[config.mk]
export PLATFORM = sky130hd
export DESIGN_NAME = pxt_timer
export DESIGN_NICKNAME = d
export VERILOG_FILES = /design/src/rtl/pxt_pkg.sv /design/src/rtl/pxt_core.sv /design/src/rtl/pxt_match.sv /design/src/rtl/pxt_irq.sv /design/src/rtl/pxt_timer.sv
export SDC_FILE = /design/constraint.sdc
export NUM_CORES = 1
export LEC_CHECK = 0
export BUFFER_PORTS_ARGS = -buffer_cell sky130_fd_sc_hd__buf_2
export CAP_MARGIN = 20
export CORE_ASPECT_RATIO = 1.5
export CORE_MARGIN = 2
export CORE_UTILIZATION = 62
export DETAILED_ROUTE_END_ITERATION = 6
export PLACE_DENSITY = 0.79
export SETUP_SLACK_MARGIN = 0.4
export SLEW_MARGIN = 20
export SYNTH_ARGS = -nofsm -noshare
export SYNTH_HDL_FRONTEND = slang
export SYNTH_SLANG_ARGS = --single-unit
export TNS_END_PERCENT = 100
[constraint.sdc]
create_clock -name clk_i -period 4.6 [get_ports clk_i]
set_input_delay 0.23 -clock clk_i [delete_from_list [all_inputs] [get_ports clk_i]]
set_output_delay 0.23 -clock clk_i [all_outputs]
set_load 0.005 [all_outputs]
[src/rtl/pxt_pkg.sv]
package pxt_pkg;
  localparam int unsigned AW = 4;
  localparam logic [AW-1:0] A_CTRL  = 4'd0;
  localparam logic [AW-1:0] A_LIMIT = 4'd1;
  localparam logic [AW-1:0] A_MHI   = 4'd2;
  localparam logic [AW-1:0] A_MPRE  = 4'd3;
  localparam logic [AW-1:0] A_VAL   = 4'd4;
  localparam logic [AW-1:0] A_TCNT  = 4'd5;
  localparam logic [AW-1:0] A_TPRE  = 4'd6;
  localparam logic [AW-1:0] A_MASK  = 4'd7;
  localparam logic [AW-1:0] A_RAW   = 4'd8;
  localparam logic [AW-1:0] A_MSK   = 4'd9;
  localparam logic [AW-1:0] A_CLR   = 4'd10;
  localparam int unsigned NIRQ = 2;  // bit0 time-out, bit1 match
endpackage

[src/rtl/pxt_core.sv]
module pxt_core #(
  parameter int unsigned TW = 24
) (
  input  logic          clk_i,
  input  logic          rst_ni,
  input  logic          run_i,
  input  logic          up_i,
  input  logic          periodic_i,
  input  logic [TW-1:0] limit_i,
  input  logic          set_i,
  input  logic [TW-1:0] set_val_i,
  output logic [TW-1:0] cnt_o,
  output logic          tmo_o
);
  logic [TW-1:0] cnt_q;

  assign tmo_o = run_i && (up_i ? (cnt_q == limit_i) : (cnt_q == '0));
  assign cnt_o = cnt_q;

  always_ff @(posedge clk_i or negedge rst_ni) begin
    if (!rst_ni)          cnt_q <= '0;
    else if (set_i)       cnt_q <= set_val_i;
    else if (run_i) begin
      if (tmo_o) begin
        if (periodic_i) cnt_q <= up_i ? '0 : limit_i;
      end else begin
        cnt_q <= up_i ? cnt_q + TW'(1) : cnt_q - TW'(1);
      end
    end
  end

  a_r2_down_step: assert property (@(posedge clk_i) disable iff (!rst_ni)
    run_i && !up_i && !set_i && cnt_q != '0 |=> cnt_q == $past(cnt_q) - TW'(1));
  a_r3_up_step: assert property (@(posedge clk_i) disable iff (!rst_ni)
    run_i && up_i && !set_i && cnt_q != limit_i |=> cnt_q == $past(cnt_q) + TW'(1));
  a_r5_reload: assert property (@(posedge clk_i) disable iff (!rst_ni)
    tmo_o && periodic_i && !set_i |=> cnt_q == ($past(up_i) ? '0 : $past(limit_i)));
  a_r6_hold: assert property (@(posedge clk_i) disable iff (!rst_ni)
    tmo_o && !periodic_i && !set_i |=> $stable(cnt_q));
endmodule

[src/rtl/pxt_match.sv]
module pxt_match #(
  parameter int unsigned CW = 16,
  parameter int unsigned PW = 8,
  localparam int unsigned TW = CW + PW
) (
  input  logic          clk_i,
  input  logic          rst_ni,
  input  logic          run_i,
  input  logic          up_i,
  input  logic [TW-1:0] cnt_i,
  input  logic [CW-1:0] mhi_i,
  input  logic [PW-1:0] mpre_i,
  output logic          hit_o
);
  logic [TW-1:0] point;
  logic          eq, eq_q;

  // prescaler part is low bits counting down, high bits counting up
  assign point = up_i ? {mpre_i, mhi_i} : {mhi_i, mpre_i};
  assign eq    = run_i && (cnt_i == point);
  assign hit_o = eq && !eq_q;

  always_ff @(posedge clk_i or negedge rst_ni) begin
    if (!rst_ni) eq_q <= 1'b0;
    else         eq_q <= eq;
  end

  a_r7_single_hit: assert property (@(posedge clk_i) disable iff (!rst_ni)
    hit_o |=> !hit_o);
endmodule

[src/rtl/pxt_irq.sv]
module pxt_irq #(
  parameter int unsigned N = 2
) (
  input  logic         clk_i,
  input  logic         rst_ni,
  input  logic [N-1:0] ev_i,
  input  logic [N-1:0] clr_i,
  input  logic [N-1:0] mask_i,
  output logic [N-1:0] raw_o,
  output logic [N-1:0] msk_o,
  output logic         irq_o
);
  logic [N-1:0] raw_q;

  for (genvar i = 0; i < N; i++) begin : g_src
    always_ff @(posedge clk_i or negedge rst_ni) begin
      if (!rst_ni) raw_q[i] <= 1'b0;
      else         raw_q[i] <= ev_i[i] | (raw_q[i] & ~clr_i[i]);
    end

    a_r11_set_wins: assert property (@(posedge clk_i) disable iff (!rst_ni)
      ev_i[i] |=> raw_q[i]);
    a_r11_cleared: assert property (@(posedge clk_i) disable iff (!rst_ni)
      clr_i[i] && !ev_i[i] |=> !raw_q[i]);
    a_r10_raw_hold: assert property (@(posedge clk_i) disable iff (!rst_ni)
      !ev_i[i] && !clr_i[i] |=> raw_q[i] == $past(raw_q[i]));
  end

  assign raw_o = raw_q;
  assign msk_o = raw_q & mask_i;
  assign irq_o = |msk_o;
endmodule

[src/rtl/pxt_timer.sv]
module pxt_timer #(
  parameter int unsigned CW = 16,
  parameter int unsigned PW = 8,
  localparam int unsigned TW = CW + PW
) (
  input  logic                   clk_i,
  input  logic                   rst_ni,
  input  logic                   we_i,
  input  logic [pxt_pkg::AW-1:0] addr_i,
  input  logic [TW-1:0]          wdata_i,
  output logic [TW-1:0]          rdata_o,
  output logic                   irq_o
);
  import pxt_pkg::*;

  logic en_q, per_q, up_q, snap_q;
  logic [TW-1:0]   limit_q;
  logic [CW-1:0]   mhi_q, snc_q;
  logic [PW-1:0]   mpre_q, snp_q;
  logic [NIRQ-1:0] mask_q, raw, msk, clr;
  logic [TW-1:0]   cnt;
  logic [CW-1:0]   cnt_fld;
  logic [PW-1:0]   pre_fld;
  logic            tmo, hit, wr_ctrl, wr_val, snap_on;

  assign wr_ctrl = we_i && addr_i == A_CTRL;
  assign wr_val  = we_i && addr_i == A_VAL;
  assign clr     = (we_i && addr_i == A_CLR) ? wdata_i[NIRQ-1:0] : '0;
  assign snap_on = per_q && snap_q;

  assign cnt_fld = up_q ? cnt[CW-1:0] : cnt[TW-1:PW];
  assign pre_fld = up_q ? cnt[TW-1:CW] : cnt[PW-1:0];

  pxt_core #(.TW(TW)) u_core (
    .clk_i, .rst_ni, .run_i(en_q), .up_i(up_q), .periodic_i(per_q),
    .limit_i(limit_q), .set_i(wr_val), .set_val_i(wdata_i),
    .cnt_o(cnt), .tmo_o(tmo)
  );

  pxt_match #(.CW(CW), .PW(PW)) u_match (
    .clk_i, .rst_ni, .run_i(en_q), .up_i(up_q), .cnt_i(cnt),
    .mhi_i(mhi_q), .mpre_i(mpre_q), .hit_o(hit)
  );

  pxt_irq #(.N(NIRQ)) u_irq (
    .clk_i, .rst_ni, .ev_i({hit, tmo}), .clr_i(clr), .mask_i(mask_q),
    .raw_o(raw), .msk_o(msk), .irq_o(irq_o)
  );

  always_ff @(posedge clk_i or negedge rst_ni) begin
    if (!rst_ni) begin
      en_q <= 1'b0; per_q <= 1'b0; up_q <= 1'b0; snap_q <= 1'b0;
      limit_q <= '0; mhi_q <= '0; mpre_q <= '0; mask_q <= '0;
    end else begin
      if (wr_ctrl) begin
        en_q <= wdata_i[0]; per_q <= wdata_i[1];
        up_q <= wdata_i[2]; snap_q <= wdata_i[3];
      end else if (tmo && !per_q) begin
        en_q <= 1'b0;
      end
      if (we_i && addr_i == A_LIMIT) limit_q <= wdata_i;
      if (we_i && addr_i == A_MHI)   mhi_q   <= wdata_i[CW-1:0];
      if (we_i && addr_i == A_MPRE)  mpre_q  <= wdata_i[PW-1:0];
      if (we_i && addr_i == A_MASK)  mask_q  <= wdata_i[NIRQ-1:0];
    end
  end

  always_ff @(posedge clk_i or negedge rst_ni) begin
    if (!rst_ni) begin
      snc_q <= '0; snp_q <= '0;
    end else if (tmo && snap_on) begin
      snc_q <= cnt_fld; snp_q <= pre_fld;
    end
  end

  always_comb begin
    rdata_o = '0;
    case (addr_i)
      A_CTRL:  rdata_o[3:0]      = {snap_q, up_q, per_q, en_q};
      A_LIMIT: rdata_o           = limit_q;
      A_MHI:   rdata_o[CW-1:0]   = mhi_q;
      A_MPRE:  rdata_o[PW-1:0]   = mpre_q;
      A_VAL:   rdata_o           = cnt;
      A_TCNT:  rdata_o[CW-1:0]   = snap_on ? snc_q : cnt_fld;
      A_TPRE:  rdata_o[PW-1:0]   = snap_on ? snp_q : pre_fld;
      A_MASK:  rdata_o[NIRQ-1:0] = mask_q;
      A_RAW:   rdata_o[NIRQ-1:0] = raw;
      A_MSK:   rdata_o[NIRQ-1:0] = msk;
      default: rdata_o           = '0;
    endcase
  end

  a_r6_oneshot_stop: assert property (@(posedge clk_i) disable iff (!rst_ni)
    tmo && !per_q && !wr_ctrl |=> !en_q);
  a_r4_value_write: assert property (@(posedge clk_i) disable iff (!rst_ni)
    wr_val |=> cnt == $past(wdata_i));
  a_r8_snap_kept: assert property (@(posedge clk_i) disable iff (!rst_ni)
    !tmo |=> $stable(snc_q) && $stable(snp_q));
  a_r10_mask_write: assert property (@(posedge clk_i) disable iff (!rst_ni)
    we_i && addr_i == A_MASK && !tmo && !hit |=> raw == $past(raw));
endmodule

**Yosys cells after proc, flatten, opt, wreduce, memory -nomap -nowiden**

Cells that the tools add are included.

- Word-level logic and storage cells: 77
- Output and inout port bits: 25
- Register bits: 105
- Input bits: 31

- Muxes and demuxes: 20
- Equal/unequal tests: 13
- Reductions and logical operators: 21
- Bitwise operators: 7
- Add/sub/neg operators: 2

Operators by type and width:

| cell | number |
|---|---|
| 24-bit 2-to-1 mux | 7 |
| 24-bit == test | 2 |
| 16-bit 2-to-1 mux | 2 |
| 8-bit one-hot mux with 4 select lines | 1 |
| 24-bit by 1-bit adder with 24-bit output, second input constant | 1 |
| 24-bit zero test | 1 |
| 4-bit one-hot mux with 6 select lines | 1 |
| 24-bit by 1-bit subtractor with 24-bit output, second input constant | 1 |
| 2-bit one-hot mux with 10 select lines | 1 |
| 4-bit by 3-bit == test with 1-bit output, second input constant | 4 |
| 8-bit 2-to-1 mux | 2 |
| 8-bit one-hot mux with 2 select lines | 1 |
| 2-bit one-hot mux with 7 select lines | 1 |
| 1-bit logical AND | 13 |
| 4-bit == test, second input constant | 3 |
| 4-bit by 2-bit == test with 1-bit output, second input constant | 2 |
| 4-bit by 1-bit == test with 1-bit output, second input constant | 1 |
| 4-bit zero test | 1 |
| 2-bit nonzero test | 2 |
| 1-bit 2-to-1 mux | 3 |
| 3-bit by 2-bit != test with 1-bit output, second input constant | 1 |
| 1-bit AND | 2 |
| 2-bit AND | 1 |
| 1-bit zero test | 2 |
| 5 further kinds | 7 |

**Longest topological paths before layout**

Gate-level depths: netlist of run 1.

- Word-level depth: 6
- Gate-level depth with buffers: 14
- Gate-level depth less buffers: 9

**Modules after synthesis**

Synthesis of run 1 repeated with hierarchy kept, for this count alone.

- Cells, all modules: 823
- Area total of the unflattened synthesis: 7885.1 µm²

Modules (own cells, without submodules):

| module | seq. area each (µm²) | cells an instance | area an instance (µm²) | times used |
|---|---|---|---|---|
| pxt_timer | 1951.9 | 367 | 4180.3 | 1 |
| pxt_core | 600.6 | 375 | 2974.1 | 1 |
| pxt_match | 25.0 | 72 | 635.6 | 1 |
| pxt_irq | 50.0 | 9 | 95.1 | 1 |

**Worst setup path after synthesis of run 1**

OpenSTA, ideal clock, no wires.

- Kind: register to register
- Start: register up_q
- End: register u_core.cnt_q[21] (netlist: u_core.cnt_o[21])
- Library setup time: 0.092 ns
- Path buffers: 5
- Slack: 1.092 ns
- Cell stages (with the launch flop): 15
- Data arrival time: 3.416 ns
- Clock period less this slack: 3.508 ns
- Required time: 4.508 ns
- Cells stage by stage: dfrtp_1 buf_6 buf_2 buf_2 buf_2 inv_1 ha_1 clkbuf_1 a21o_1 a31oi_1 nor2_1 a211oi_1 o21ai_0 a211o_1 o31ai_2

- Word-level cells in the longest chain between the ends: 5
- Elaborated cells on any way between the ends: 10
- Those cells by class: eq/ne (1); mux (7); reduce/logical (2)

RTL lines:

| element | RTL line | text |
|---|---|---|
| start, declared | pxt_timer.sv:16 | `logic en_q, per_q, up_q, snap_q;` |
| start signal, assigned | pxt_timer.sv:57 | `up_q <= wdata_i[2]; snap_q <= wdata_i[3];` |
| 24-bit 2-to-1 mux / 1-bit 2-to-1 mux (equally long branches) | pxt_core.sv:25, pxt_core.sv:17 |  |
| 24-bit 2-to-1 mux / 1-bit logical AND (equally long branches) | pxt_core.sv:25, pxt_core.sv:17 |  |
| 24-bit 2-to-1 mux | pxt_core.sv:24 | `if (tmo_o) begin` |
| 24-bit 2-to-1 mux | pxt_core.sv:23 | `else if (run_i) begin` |
| 24-bit 2-to-1 mux | pxt_core.sv:22 | `else if (set_i) cnt_q <= set_val_i;` |
| end signal, assigned | pxt_core.sv:22 |  |
| end signal, assigned | pxt_core.sv:25 | `if (periodic_i) cnt_q <= up_i ? '0 : limit_i;` |
| end signal, assigned | pxt_core.sv:27 | `cnt_q <= up_i ? cnt_q + TW'(1) : cnt_q - TW'(1);` |
| end, declared | pxt_core.sv:15 | `logic [TW-1:0] cnt_q;` |

Parallel ways exist; a longest one is shown, timed or not. The select of a mux whose other input is x is not followed.
A chain may end at the register's enable or synchronous reset.

**Final worst setup path of run 1**

- Start: register up_q
- End: register u_core.cnt_q[23] (netlist: u_core.cnt_o[23])

Same word-level chain as after synthesis.

==> results of run 1 <==
[cells by family after synthesis]
kind of cell | after synthesis | synth area share (%)
flops | 105 | 33.10
mux | 106 | 14.52
compound gates | 228 | 20.00
simple gates | 265 | 16.09
fa+ha+maj | 23 | 3.719
buf+inv | 86 | 5.626
xor+xnor | 63 | 6.950
[path summary, 6_finish.rpt]
kind / cells past startpoint / start / slack (ns) / end
max: 9 / up_q / 1.20 / u_core.cnt_o[23]
min: 3 / wdata_i[10] / 0.11 / u_core.cnt_o[10]
max reg2reg: 9 / up_q / 1.20 / u_core.cnt_o[23]
min reg2reg: 1 / u_match.eq_q / 0.44 / u_irq.raw_o[1]
max in group asynchronous: 3 / rst_ni / 2.94 / up_q
min in group asynchronous: 2 / rst_ni / 0.51 / u_irq.raw_o[1]
[flip-flops by register name, indices dropped and copies added, names as in the netlist]
signal / count
mask_q: 2
u_irq.raw_o: 2
u_core.cnt_o: 24
limit_q: 24
mpre_q: 8
u_match.eq_q: 1
snp_q: 8
snc_q: 16
up_q: 1
snap_q: 1
en_q: 1
mhi_q: 16
per_q: 1
[per-stage QoR]
| stage | instances | power (mW) |
|---|---|---|
| after global placement | 1020 | 4.348 |
| after global routing | 1037 | 5.634 |
| after detailed placement | 1020 | 4.424 |
| after CTS | 1037 | 5.249 |
| after floorplan | 876 | 3.693 |
| final | 1037 | 5.331 |
[cell usage in the layout, fill, tap and decap left out, drive strengths merged, types with 3 or more instances in the layout]
master / count
mux2i: 51
a211oi: 5
ha: 22
nand4: 15
dfrtp: 105
a22o: 10
inv: 8
a211o: 4
a21oi: 28
nor2b: 9
mux2: 53
buf: 66
a31o: 5
o21bai: 3
nand2: 123
a22oi: 3
xnor2: 41
a221oi: 8
a311oi: 4
o22ai: 5
nor2: 44
and2: 3
xor2: 22
nor3: 14
or3: 4
a21o: 14
nor4: 13
nand2b: 6
or2: 6
clkinv: 3
a41oi: 4
o21ai: 65
a31oi: 10
o31ai: 5
and3: 8
nand3: 15
a222oi: 12
clkbuf: 10
o211ai: 27
[area by class of cell]
type                       count  share of cell area (%)
multi-input combinational    685                   58.07
sequential                   105                   31.22
timing repair buffer          67                   4.398
clock buffer                  10                   2.838
tap                          156                   2.318
clock inverter                 6                  0.8024
inverter                       8                  0.3566
[critical path, stage by stage (launching register included)]
cell and delay [ns]:
sky130_fd_sc_hd__dfrtp_2 0.41, sky130_fd_sc_hd__inv_1 0.59, sky130_fd_sc_hd__ha_1 0.43, sky130_fd_sc_hd__a21oi_1 0.25, sky130_fd_sc_hd__o21ai_0 0.28, sky130_fd_sc_hd__a211o_1 0.34
sky130_fd_sc_hd__o31a_1 0.34, sky130_fd_sc_hd__a21oi_1 0.27, sky130_fd_sc_hd__mux2i_1 0.25, sky130_fd_sc_hd__o2111ai_1 0.11
[power by group through the flow]
| stage | Sequential (mW) | Clock [mW] | Combinational (mW) |
|---|---|---|---|
| finish | 1.71 | 0.811 | 2.81 |
| CTS | 1.68 | 0.806 | 2.77 |
| global placement | 1.68 | 0 | 2.67 |
| floorplan | 1.30 | 0 | 2.39 |
| detailed placement | 1.69 | 0 | 2.73 |
| global route | 1.72 | 0.844 | 3.07 |
[routing by layer]
metal | up-vias | routed length, um | global-route usage (%)
li1 | 3221 | - | -
met1 | 3502 | 8983 | 43.61
met2 | 450 | 12380 | 63.30
met3 | 148 | 1967 | 6.886
met4 | 0 | 2284 | 31.50
met5 | - | 0 | 0
==> results.md, run 1 <==
| Parameter | Reported | Unit |
|---|---|---|
| Violations in the final reports | design-rule violations | - |
| Setup WS post-layout | 1.204 | ns |
| Routed via count divided by cell count | 7.060 | - |
| Setup crit end kind | flop | - |
| Highest Clock Rate | 0.2945 | GHz |
| Total I/O pin count | 56 | - |
| Status | complete, but fails checks | - |
| Final-report max-slew violation count | 0 | - |
| Fill cells | 1020 | - |
| # DRC | 29 | - |
| Final-stage net count | 930 | - |
| Largest clock skew in the final design | 0.01049 | ns |
| Max-Cap Viols | 0 | - |
| Kind of path behind the tightest hold check | in -> reg | - |
| Synth-to-Final Area Change | 6.068 | % |
| Data required, critical path | 4.82 | ns |
| Fraction of registers with async set/reset | 100.0 | % |
| Worst setup slack before clock tree synthesis | 1.279 | ns |
| Die ar. | 13740 | sq um |
| Sequential standard cell area | 2629 | sq um |
| Core ar. | 12510 | sq um |
| Clk Latency, worst-skew pair | 0.35 | ns |
| CP startpoint kind | flop | - |
| Clock transition at the register clock pins on the worst setup and hold paths after CTS | 0.08 | ns |
| Num CTS Buffers | 9 | - |
| Post CTS Setup Buffer Count | 0 | - |
| Number of instances in the synthesized netlist | 876 | - |
| Total of cells resized after clock tree synthesis | 0 | - |
| Part of the total power dissipated in combinational logic | 52.7 | % |
| Sequential share of power | 32.1 | % |
| Top area cells in the synthesized netlist | sky130_fd_sc_hd__dfrtp_1 (33%), sky130_fd_sc_hd__mux2_2 (7.5%), sky130_fd_sc_hd__mux2i_1 (6.4%) | - |
| GRT Util Overall | 38.93 | % |
| 1st-iter DRT viols | 750 | - |
| Number of global-route vias before repair | 7452 | - |
| Share of cells above drive strength 1 | 18.73 | % |
| Fin crit share | 73.83 | % |
| List of most frequent post-synthesis cells | sky130_fd_sc_hd__nand2_1 (123), sky130_fd_sc_hd__dfrtp_1 (105), sky130_fd_sc_hd__mux2_2 (53) | - |
| Core utilization of the finished layout | 67.30 | % |
| Detailed-route via count | 7321 | - |
| Average footprint of a synthesized cell | 9.063 | sq um |
| Arrival time worst endpoint | 3.62 | ns |
| Bufs on Longest Clock Path | 2 | - |
| Total count of hold-check failures in the final report | 0 | - |
| Crit Path Class | reg -> reg | - |
| Accumulated negative setup slack | 0 | ns |
| Net count after synthesis | 930 | - |
| Wire length reported by the detailed router | 25610 | um |
| Routability cong. | 0.9778 | - |
| Pin count of the biggest net entering global routing | 62 | - |
| Top_reg_cell synth | sky130_fd_sc_hd__dfrtp_1 | - |
| Leakage component of the power | 3.601 | nW |
| Antenna cells | 0 | - |
| Area occupied by multi-input gates | 4890 | sq um |
| Number of antenna-violating nets in the routed design | 0 | - |
| Cell-internal power | 2.797 | mW |
| Post-cts hold buffer count | 1 | - |
| Final standard cell area without fillers | 8421 | sq um |
| Top fanout value on the critical path | 23 | - |
| Switch Pwr | 2.534 | mW |
| Global-route wire length before repair | 40060 | um |
| Switching part of the total | 47.53 | % |
| H-tree depth | 3 | - |
| Std cell rows | 50 | - |
| Fraction of the yosys area taken by sequential cells | 33.10 | % |
| Peak supply drop | 0.4149 | mV |
| CTS tree | done | - |
| Top cell type's share of synthesized area | 33.10 | % |
| Flop and latch count out of synthesis | 105 | - |
| Grt total ovfl | 0 | - |
| Clock period minus final worst setup slack | 3.396 | ns |
| Drt wl/cell | 24.70 | um |
| Number of input and output port buffers inserted | 55 | - |
| Number of antenna violations at the first check in global routing | 0 | - |
| Number of distinct standard cells referenced by the synthesized netlist | 72 | - |
| HPWL reported at the end of detailed placement | 18540 | um |
| Hold slack final | 0.1106 | ns |
| Cell with the most instances after synthesis | sky130_fd_sc_hd__nand2_1 | - |
| Root buf cell | sky130_fd_sc_hd__clkbuf_16 | - |
| Detailed-router iteration count before antenna repair | 7 | - |
| Number of endpoints failing setup at the final stage | 0 | - |
| EDFF count, synth | 0 | - |
| Effective utilization at floorplan | 63.45 | % |
| Actual slew at the worst max-slew pin | 0.9601 | ns |
| Clk pwr share | 15.2 | % |
| RSZ-0062 raised after global routing | no | - |
| YS warnings | 0 | - |
| Areal power density over the cells | 633.1 | nW/um^2 |
| Area post-placement | 8102 | sq um |
| Netlist area before placement | 7939 | sq um |
| Die H | 142.6 | um |
| Worst rel slew slack | 35.78 | % |
| Die width | 96.39 | um |
| Cell type with the highest aggregate area in the netlist | sky130_fd_sc_hd__dfrtp_1 | - |
| Clock sink count | 105 | - |
Power figures use the tool's default switching activity.
==> run 2, diff against run 1 <==
- CORE_UTILIZATION: 62 -> 56
- PLACE_DENSITY: 0.79 -> 0.75
- clock period: 4.6 -> 3.1 ns (I/O delays scaled with it)
==> run 2 against run 1 <==
Net effect: non-clock buffer count up 23; critical path type unchanged; utilization fell by 3.4 points; fmax up 28%; register-to-register slack got worse by 0.77 ns; flip-flop and latch count is the same; cell count is 3.2% higher; first-iteration DRC count is 9.6% lower; worst hold slack worse by 0.064 ns; largest cell class unchanged; global-route usage down 5.4 points; the flow still finishes with violations (design-rule violations).
==> results.md, run 2 (synthesized netlist as in run 1, its figures left out) <==
| Parameter | Reported | Unit | vs previous |
|---|---|---|---|
| Status | complete, but fails checks | - |  |
| Violations in the final reports | design-rule violations | - |  |
| Pin count of the biggest net entering global routing | 55 | - | -11% |
| Detailed-route via count | 7289 | - | -0.44% |
| CP startpoint kind | flop | - |  |
| Wire length reported by the detailed router | 25000 | um | -2.4% |
| Routability cong. | 0.9560 | - | -2.2% |
| Worst rel slew slack | 50.70 | % | +15 points |
| Core ar. | 13930 | sq um | +11% |
| Effective utilization at floorplan | 57.01 | % | -6.4 points |
| Final-stage net count | 954 | - | +2.6% |
| Total count of hold-check failures in the final report | 0 | - | unchanged |
| 1st-iter DRT viols | 678 | - | -9.6% |
| Grt total ovfl | 0 | - | unchanged |
| Slowest library cell on the worst path | sky130_fd_sc_hd__dfrtp_1 | - |  |
| Max incr delay on CP | 0.59 | ns | about the same |
| Num CTS Buffers | 9 | - | unchanged |
| RSZ-0062 raised after global routing | yes | - |  |
| Highest Clock Rate | 0.3757 | GHz | +28% |
| Root buf cell | sky130_fd_sc_hd__clkbuf_16 | - |  |
| Leakage component of the power | 3.756 | nW | +4.3% |
| Peak supply drop | 0.6502 | mV | +57% |
| Top fanout value on the critical path | 19 | - | -17% |
| Setup crit end kind | flop | - |  |
| H-tree depth | 3 | - | unchanged |
| GRT met3 Usage | 6.025 | % | -0.86 points |
| Routing usage on met2 | 55.46 | % | -7.8 points |
| HPWL reported at the end of detailed placement | 18300 | um | -1.3% |
| Std cell rows | 53 | - | +6.0% |
| R2R cell count | 8 | - | -1 |
| Total placed cells including tap cells | 1047 | - | +2.6% |
| Drt wl/cell | 23.37 | um | -5.4% |
| Met1 global-route usage | 39.60 | % | -4.0 points |
| Areal power density over the cells | 945.2 | nW/um^2 | +49% |
| Clock sink count | 105 | - | unchanged |
| Arrival time worst endpoint | 2.91 | ns | -0.71 ns |
| Core utilization of the finished layout | 63.89 | % | -3.4 points |
| Max-Cap Viols | 0 | - | unchanged |
| Total I/O pin count | 56 | - | unchanged |
| Clk Latency, worst-skew pair | 0.36 | ns | about the same |
| Hold path cells | 2 | - | -1 |
| Die H | 149.8 | um | +5.1% |
| CTS tree | done | - |  |
| Detailed-router iteration count before antenna repair | 7 | - | unchanged |
| Worst path cell trace | xnor2_1 -> nand4_1 -> nor4_4 -> a41oi_4 -> buf_4 -> o21ai_0 -> a31o_2 -> nand2_1 | - |  |
| Number of global-route vias before repair | 7016 | - | -5.9% |
| GRT Util Overall | 33.50 | % | -5.4 points |
| Bufs on Longest Clock Path | 2 | - | unchanged |
| Data required, critical path | 3.34 | ns | -1.48 ns |
| Kind of path behind the tightest hold check | in -> reg | - |  |
| Actual slew at the worst max-slew pin | 0.7377 | ns | -0.2225 ns |
| Fin crit share | 85.86 | % | +12 points |
| # DRC | 7 | - | -76% |
| Global-route wire length before repair | 38470 | um | -4.0% |
| Commonest non-fill, non-tap cell in the layout | sky130_fd_sc_hd__nand2_1 | - |  |
| Largest clock skew in the final design | 0.009751 | ns | -0.0007365 ns |
| Share of cells above drive strength 1 | 24.42 | % | +5.7 points |
| Antenna cells | 0 | - | unchanged |
| Gr busiest metal | met2 | - |  |
| Synth-to-Final Area Change | 12.07 | % |  |
| Number of endpoints failing setup at the final stage | 0 | - | unchanged |
| Clock transition at the register clock pins on the worst setup and hold paths after CTS | 0.07 | ns | about the same |
| Crit Path Class | reg -> reg | - |  |
| Die width | 101.2 | um | +5.0% |
| Highest-count cells in the layout ignoring fill and taps | sky130_fd_sc_hd__nand2_1 (122), sky130_fd_sc_hd__dfrtp_1 (103), sky130_fd_sc_hd__buf_2 (54) | - |  |
| Hold slack final | 0.04644 | ns | -0.06414 ns |
| Die ar. | 15160 | sq um | +10% |
| Number of antenna violations at the first check in global routing | 0 | - | unchanged |
| Number of input and output port buffers inserted | 55 | - | unchanged |
| Routed via count divided by cell count | 6.812 | - | -3.5% |
| Clock period minus final worst setup slack | 2.662 | ns | -0.7343 ns |
| Number of antenna-violating nets in the routed design | 0 | - | unchanged |
| Final Instance Count excl. Fillers | 1070 | - | +3.2% |
| Final-report max-slew violation count | 0 | - | unchanged |
## run 2: timing repair
action                                  in CTS  in global routing
endpoints found under the hold margin       43                  0
resized for setup                            6                 25
pin swaps                                    0                 11
endpoints found under the setup margin      18                 43
hold buffers                                 1                  0
cloned                                       0                  2
setup buffers                                0                  4
## run 2: worst max-delay path: cells and delay by family, from the launching register on
kind	cells	cell delay, ns
AND/OR/NAND/NOR	3	0.69
XOR/XNOR	1	0.35
buffers and inverters	1	0.29
flip-flops	1	0.59
AO/OA/AOI/OAI	3	0.63
## run 2: worst paths after layout
path | start | end | slack [ns]
max | u_core.cnt_o[18] | u_core.cnt_o[5] | 0.44
min | wdata_i[22] | limit_q[22] | 0.05
max reg2reg | u_core.cnt_o[18] | u_core.cnt_o[5] | 0.44
min reg2reg | u_match.eq_q | u_irq.raw_o[1] | 0.45
max in group asynchronous | rst_ni | snp_q[6] | 1.98
min in group asynchronous | rst_ni | snc_q[4] | 0.36
## run 2: final cells by class
class / count / area, sq um
fillers: 1189 / 5029
well taps: 165 / 206.4
repair buffers: 90 / 596.8
clock buffers: 12 / 266.5
multi-input cells: 686 / 5115
flip-flops and latches: 105 / 2630
inverters: 8 / 33.78
clock inverters: 4 / 48.80
## run 2: metrics by stage
stage          instance area, sq um  worst slack (ns)  setup TNS (ns)  power (mW)
2_1_floorplan                  8089           -0.1591          -1.327       5.651
3_3_place_gp                   8359            0.3316               0       6.731
3_5_place_dp                   8359            0.3185               0       6.800
4_1_cts                        8716            0.4179               0       8.052
5_1_grt                        8897            0.3893               0       8.862
6_report                       8897            0.4383               0       8.410
## run 2: report_power, final
part	total, mW	internal, mW	switching (mW)	leakage [nW]
Combinational	4.67	2.16	2.51	2.29
Sequential	2.52	1.69	0.828	1.30
Clock	1.22	0.694	0.531	0.159
Total	8.41	4.54	3.87	3.76
## run 2: per-layer routing
metal,share of wire (%),wire (um),vias up
met5,0,0,-
met4,6.7,1666,0
met3,7.1,1772,116
met2,49,12200,422
met1,37,9368,3472
li1,-,-,3279
